`src/rtl/fpx_pkg.sv`:
```
package fpx_pkg;
  localparam int NSRC    = 6;
  localparam int NFLG    = 5;
  localparam int FLG_LSB = 0;
  localparam int EN_LSB  = 5;
  localparam int CAU_LSB = 10;
  localparam int DN_BIT  = 18;
  localparam int SRC_E   = 5;
  localparam int SRC_V   = 4;
  localparam int SRC_Z   = 3;
  localparam int SRC_O   = 2;
  localparam int SRC_U   = 1;
  localparam int SRC_I   = 0;

  // Exception sources from raw events and qualifiers.
  function automatic logic [NSRC-1:0] fpx_sources(input logic [NSRC-1:0] ev,
                                                  input logic rsqrt_zero,
                                                  input logic dn);
    logic [NSRC-1:0] s;
    s        = ev;
    s[SRC_E] = ev[SRC_E] & ~dn;
    s[SRC_Z] = ev[SRC_Z] | rsqrt_zero;
    s[SRC_I] = ev[SRC_I] | ev[SRC_O] | ev[SRC_U];
    return s;
  endfunction

  // Which sources request a trap given the enables and instruction kind.
  function automatic logic [NSRC-1:0] fpx_trap_hits(input logic [NSRC-1:0] src,
                                                    input logic [NFLG-1:0] en,
                                                    input logic xform,
                                                    input logic may_ovf);
    logic [NSRC-1:0] h;
    h[SRC_E] = src[SRC_E];
    h[SRC_V] = en[SRC_V] & (src[SRC_V] | xform);
    h[SRC_Z] = en[SRC_Z] & src[SRC_Z];
    h[SRC_O] = en[SRC_O] & may_ovf;
    h[SRC_U] = en[SRC_U] & src[SRC_U];
    h[SRC_I] = en[SRC_I] & src[SRC_I];
    return h;
  endfunction

  // Mask of storage bits in a status word of width w.
  function automatic logic [63:0] fpx_store_mask();
    logic [63:0] m;
    m = '0;
    for (int i = 0; i < NFLG; i++) begin
      m[FLG_LSB+i] = 1'b1;
      m[EN_LSB+i]  = 1'b1;
    end
    for (int i = 0; i < NSRC; i++) m[CAU_LSB+i] = 1'b1;
    m[DN_BIT] = 1'b1;
    return m;
  endfunction
endpackage

```
`src/rtl/fpx_issue_gate.sv`:
```
module fpx_issue_gate (
  input  logic op_valid,
  input  logic unit_disable,
  input  logic op_in_slot,
  output logic exec,
  output logic dis_gen_req,
  output logic dis_slot_req
);
  always_comb begin
    exec         = op_valid & ~unit_disable;
    dis_gen_req  = op_valid &  unit_disable & ~op_in_slot;
    dis_slot_req = op_valid &  unit_disable &  op_in_slot;
  end
endmodule

```
`src/rtl/fpx_trap_eval.sv`:
```
module fpx_trap_eval
  import fpx_pkg::*;
(
  input  logic            exec,
  input  logic [NSRC-1:0] events,
  input  logic            rsqrt_zero,
  input  logic            xform,
  input  logic            may_ovf,
  input  logic            dn_mode,
  input  logic [NFLG-1:0] enables,
  output logic [NSRC-1:0] src,
  output logic [NSRC-1:0] hits,
  output logic            trap
);
  always_comb begin
    src  = fpx_sources(events, rsqrt_zero, dn_mode);
    hits = exec ? fpx_trap_hits(src, enables, xform, may_ovf) : '0;
    trap = |hits;
  end
endmodule

```
`src/rtl/fpx_status_reg.sv`:
```
module fpx_status_reg
  import fpx_pkg::*;
#(
  parameter int REG_W = 32
) (
  input  logic            clk,
  input  logic            rst_n,
  input  logic            wr_en,
  input  logic [REG_W-1:0] wr_data,
  input  logic            exec,
  input  logic            trap,
  input  logic [NSRC-1:0] src,
  output logic [REG_W-1:0] word,
  output logic            dn_mode,
  output logic [NFLG-1:0] enables
);
  logic [NFLG-1:0] flag_q;
  logic [NFLG-1:0] en_q;
  logic [NSRC-1:0] cause_q;
  logic            dn_q;

  always_ff @(posedge clk or negedge rst_n) begin
    if (!rst_n) begin
      en_q    <= '0;
      dn_q    <= 1'b0;
      cause_q <= '0;
    end else if (wr_en) begin
      en_q    <= wr_data[EN_LSB +: NFLG];
      dn_q    <= wr_data[DN_BIT];
      cause_q <= wr_data[CAU_LSB +: NSRC];
    end else if (exec) begin
      cause_q <= src;
    end
  end

  for (genvar g = 0; g < NFLG; g++) begin : g_flag
    always_ff @(posedge clk or negedge rst_n) begin
      if (!rst_n)                            flag_q[g] <= 1'b0;
      else if (wr_en)                        flag_q[g] <= wr_data[FLG_LSB+g];
      else if (exec && !trap && src[g])      flag_q[g] <= 1'b1;
    end
  end

  always_comb begin
    word                      = '0;
    word[FLG_LSB +: NFLG]     = flag_q;
    word[EN_LSB  +: NFLG]     = en_q;
    word[CAU_LSB +: NSRC]     = cause_q;
    word[DN_BIT]              = dn_q;
    dn_mode                   = dn_q;
    enables                   = en_q;
  end

  logic unused_wr_bits;
  assign unused_wr_bits = ^(wr_data & ~fpx_store_mask()[REG_W-1:0]);
endmodule

```
`src/rtl/fpx_status_ctrl.sv`:
```
module fpx_status_ctrl
  import fpx_pkg::*;
#(
  parameter int REG_W = 32
) (
  input  logic             clk,
  input  logic             rst_n,
  input  logic             sw_wr_en,
  input  logic [REG_W-1:0] sw_wr_data,
  output logic [REG_W-1:0] sw_rd_data,
  input  logic             op_valid,
  input  logic             unit_disable,
  input  logic             op_in_slot,
  input  logic [NSRC-1:0]  op_events,
  input  logic             op_rsqrt_zero,
  input  logic             op_xform,
  input  logic             op_may_ovf,
  output logic             trap_req,
  output logic [NSRC-1:0]  trap_src,
  output logic             dis_gen,
  output logic             dis_slot
);
  logic            exec_w;
  logic            dg_w;
  logic            ds_w;
  logic [NSRC-1:0] src_w;
  logic [NSRC-1:0] hits_w;
  logic            trap_w;
  logic            dn_w;
  logic [NFLG-1:0] en_w;

  fpx_issue_gate u_gate (
    .op_valid     (op_valid),
    .unit_disable (unit_disable),
    .op_in_slot   (op_in_slot),
    .exec         (exec_w),
    .dis_gen_req  (dg_w),
    .dis_slot_req (ds_w)
  );

  fpx_trap_eval u_eval (
    .exec       (exec_w),
    .events     (op_events),
    .rsqrt_zero (op_rsqrt_zero),
    .xform      (op_xform),
    .may_ovf    (op_may_ovf),
    .dn_mode    (dn_w),
    .enables    (en_w),
    .src        (src_w),
    .hits       (hits_w),
    .trap       (trap_w)
  );

  fpx_status_reg #(.REG_W(REG_W)) u_reg (
    .clk     (clk),
    .rst_n   (rst_n),
    .wr_en   (sw_wr_en),
    .wr_data (sw_wr_data),
    .exec    (exec_w),
    .trap    (trap_w),
    .src     (src_w),
    .word    (sw_rd_data),
    .dn_mode (dn_w),
    .enables (en_w)
  );

  always_ff @(posedge clk or negedge rst_n) begin
    if (!rst_n) begin
      trap_req <= 1'b0;
      trap_src <= '0;
      dis_gen  <= 1'b0;
      dis_slot <= 1'b0;
    end else begin
      trap_req <= trap_w;
      trap_src <= hits_w;
      dis_gen  <= dg_w;
      dis_slot <= ds_w;
    end
  end
endmodule

```
`config.mk`:
```
export PLATFORM = sky130hd
export DESIGN_NAME = fpx_status_ctrl
export DESIGN_NICKNAME = d
export VERILOG_FILES = /design/src/rtl/fpx_pkg.sv /design/src/rtl/fpx_issue_gate.sv /design/src/rtl/fpx_trap_eval.sv /design/src/rtl/fpx_status_reg.sv /design/src/rtl/fpx_status_ctrl.sv
export SDC_FILE = /design/constraint.sdc
export NUM_CORES = 1
export LEC_CHECK = 0
export ABC_AREA = 1
export BUFFER_PORTS_ARGS = -buffer_cell sky130_fd_sc_hd__buf_2
export CAP_MARGIN = 20
export CELL_PAD_IN_SITES_DETAIL_PLACEMENT = 0
export CELL_PAD_IN_SITES_GLOBAL_PLACEMENT = 1
export CORE_MARGIN = 10
export CORE_UTILIZATION = 28
export CTS_CLUSTER_SIZE = 16
export DETAILED_ROUTE_END_ITERATION = 10
export MAX_ROUTING_LAYER = met4
export PLACE_DENSITY = 0.78
export RECOVER_POWER = 100
export SYNTH_ARGS = -nofsm -noshare
export SYNTH_HDL_FRONTEND = slang
export SYNTH_HIERARCHICAL = 1
export SYNTH_SLANG_ARGS = --single-unit
```
`constraint.sdc`:
```
create_clock -name clk -period 1.5 [get_ports clk]
set_clock_uncertainty 0.1 [all_clocks]
set_input_delay 0.3 -clock clk [delete_from_list [all_inputs] [get_ports clk]]
set_output_delay 0.3 -clock clk [all_outputs]
set_load 0.005 [all_outputs]
```
==> impl_metrics.tcl <==
set metrics [dict create \
    status "finished, final reports clean" \
    place_ws_ns -0.0697 \
    cp_cell_sequence "buf_2 > nor2_1 > clkbuf_1 > nand2_2 > nor2_1 > a21oi_1 > nand2_1 > inv_2 > nand3_1 > a21oi_1" \
    maxSlewViolCount 0 \
    cts.clk_slew.worst_paths_ns 0.09 \
    nNetsFinal 260 \
    grt_pass1_wl_um 5620 \
    io_buffers 57 \
    synth-seq-cells 26 \
    setup_ws_ns 0.194 \
    numCtsBuffers 3 \
    powerDensity_mw_per_mm2 1010 \
    r2r_start "u_reg/enables[4]" \
    grt_pass1_vias 1156 \
    drcViolationCount 0 \
    clockBufferDepth 2 \
    wl_um 3530 \
    synth_top_area_share_pct 50.2 \
    critPathCaptureType "register" \
    synthesis.instances 156 \
    drtIter0Drc 20 \
    path_class "in2reg" \
    grtUsageMet1_pct 11.1 \
    placementRows 24 \
    rsz0062_at_grt "false" \
    vias_per_cell 3.99 \
    gp_congestion 0.780 \
    hold_viol 0 \
    clockRootBuffer "clkbuf_8" \
    firstDrtPassIters 4 \
    layout_commonest_cell "nand2_1" \
    cts_tree "done" \
    vias 1053 \
    post-route-util_pct 35.9 \
    cp_max_fo 5 \
    antenna_found_initial 0 \
    synth.area.top_cells "dfrtp_1 50%, buf_4 14%, nand2_1 11%, nand3_1 7.3%, nor2_1 4.9%" \
    drive_gt1_share_pct 22.2 \
    worstPathRequired_ns 1.56 \
    fmax_mhz 766 \
    crit_family "simple AND/OR/NAND/NOR gates" \
    grt_most_used_layer "met2" \
    crit_slowest_cell "clkbuf_1" \
    avgRoutedWirePerCell_um 13.4 \
    diodes 0 \
    worst_pin_slew_ns 0.795 \
    ir_worst_vdd_uv 331 \
    cap_viol_max_count 0 \
    critPathBufInv 3 \
    die_x_um 88.0 \
    hold_start "op_in_slot" \
    h-tree-depth 1 \
    ioPinCount 88 \
    die_area_mm2 0.00774 \
    startpoint "unit_disable" \
    grt.total_usage_pct 9.46 \
    avgSynthCellArea_um2 8.30 \
    clock_latency_ns 0.27 \
    relSlewSlack_pct 47.0 \
    synthesis.area_mm2 0.00129 \
    start_util_pct 29.3 \
    post_cts_buffers 0 \
    grt_max_degree 27 \
    grtUsageMet3_pct 2.51 \
    fin_crit_ns 1.31 \
    hp-class "in2reg" \
    gr-total-overflow 0 \
    crit_arrival_ns 1.37 \
    start_kind "input port" \
    synth_cell_type_count 14 \
    cts_sinks 26 \
    area_growth_pct 22.5 \
    gr-usage-met2_pct 15.3 \
    layout_common_cells "39 x nand2_1, 31 x buf_2, 26 x dfrtp_1, 25 x clkbuf_1, 19 x nand3_1" \
    setup_viol 0 \
    hpwl_um 2880 \
    core_area_mm2 0.00441 \
    fin_crit_sh_pct 87.1 \
    synth_area_leader_cell "dfrtp_1" \
    yosysWarnings 6 \
    antenna_left 0 \
    leakagePower_nw 0.888 \
    ys_seq_area_share_pct 50.2 \
    critPathMaxStageDelay_ns 0.26 \
    die_h_um 88.0 \
]
[final timing paths]
kind	endpoint	slack (ns)	depth (start not counted)
worst min register to register	u_reg/cause_q[5]	0.38	2
worst max register to register	u_reg/word[0]	0.23	9
worst max-delay path	u_reg/word[0]	0.19	10
worst min-delay path	dis_gen	0.08	2
min in group asynchronous	dis_gen	0.48	2
max in group asynchronous	u_reg/enables[3]	0.41	2
[synth_stat cells, drive strengths merged]
cell type and instances:
nor2 19, conb 1, buf 28, nand2 40, nand3b 1, dfrtp 26
a21oi 7, nand3 19, inv 15
[per-stage QoR]
step	instance area [um2]	power, mW	hold WS [ns]	TNS (ns)	std cells
after floorplan	1350	0.966	-0.0956	0	170
after global placement	1540	1.06	0.235	-0.199	259
after detailed placement	1540	1.07	0.241	-0.298	259
after CTS	1620	1.66	0.0700	0	264
after global routing	1590	1.71	0.0857	0	264
final	1590	1.61	0.0835	0	264
[what timing repair did]
item / CTS / global route
hold endpoints to repair: 26 / 0
hold buffers: 1 / 0
setup endpoints to repair: 0 / 4
resized for setup: 0 / 1
[sequential cells by signal, indices dropped and copies added (netlist names)]
name,flops
dis_gen,1
dis_slot,1
trap_req,1
trap_src,6
u_reg/cause_q,6
u_reg/dn_mode,1
u_reg/enables,5
u_reg/word,5
[report_power, final]
group          internal [mW]  switching (mW)
Combinational          0.101           0.146
Clock                  0.357           0.219
Sequential             0.755          0.0287
[area by class of cell]
cell class                 count  area, um2
multi-input combinational    101        420
tap                           52       65.1
timing repair buffer          66        320
sequential                    26        651
inverter                      15       58.8
fill                         510       2830
clock buffer                   3       41.3
clock inverter                 1       30.0
[cells by family after synthesis]
| kind of cell | count (synthesis) | share of synthesized area, % |
|---|---|---|
| other | 1 | 0.290 |
| AO/OA/AOI/OAI | 7 | 2.71 |
| AND/OR/NAND/NOR | 79 | 25.6 |
| buffers and inverters | 43 | 21.2 |
| flip-flops | 26 | 50.2 |
[worst reg2reg max path, cell delays in order, from the launching register on]
cell,delay [ns]
dfrtp_1,0.40
nand2_1,0.07
inv_1,0.03
nand2_1,0.07
nand2_1,0.06
nor2_1,0.08
nand2_1,0.08
inv_2,0.10
nand3_1,0.09
a21oi_1,0.12
[metal layers]
| layer | share of wire, % | up-vias |
|---|---|---|
| met5 | 0 | - |
| met4 | 0.45 | 0 |
| met3 | 8.2 | 2 |
| met2 | 46 | 40 |
| met1 | 45 | 458 |
| li1 | - | 553 |
Note: power is estimated with default switching activity, not from simulation.
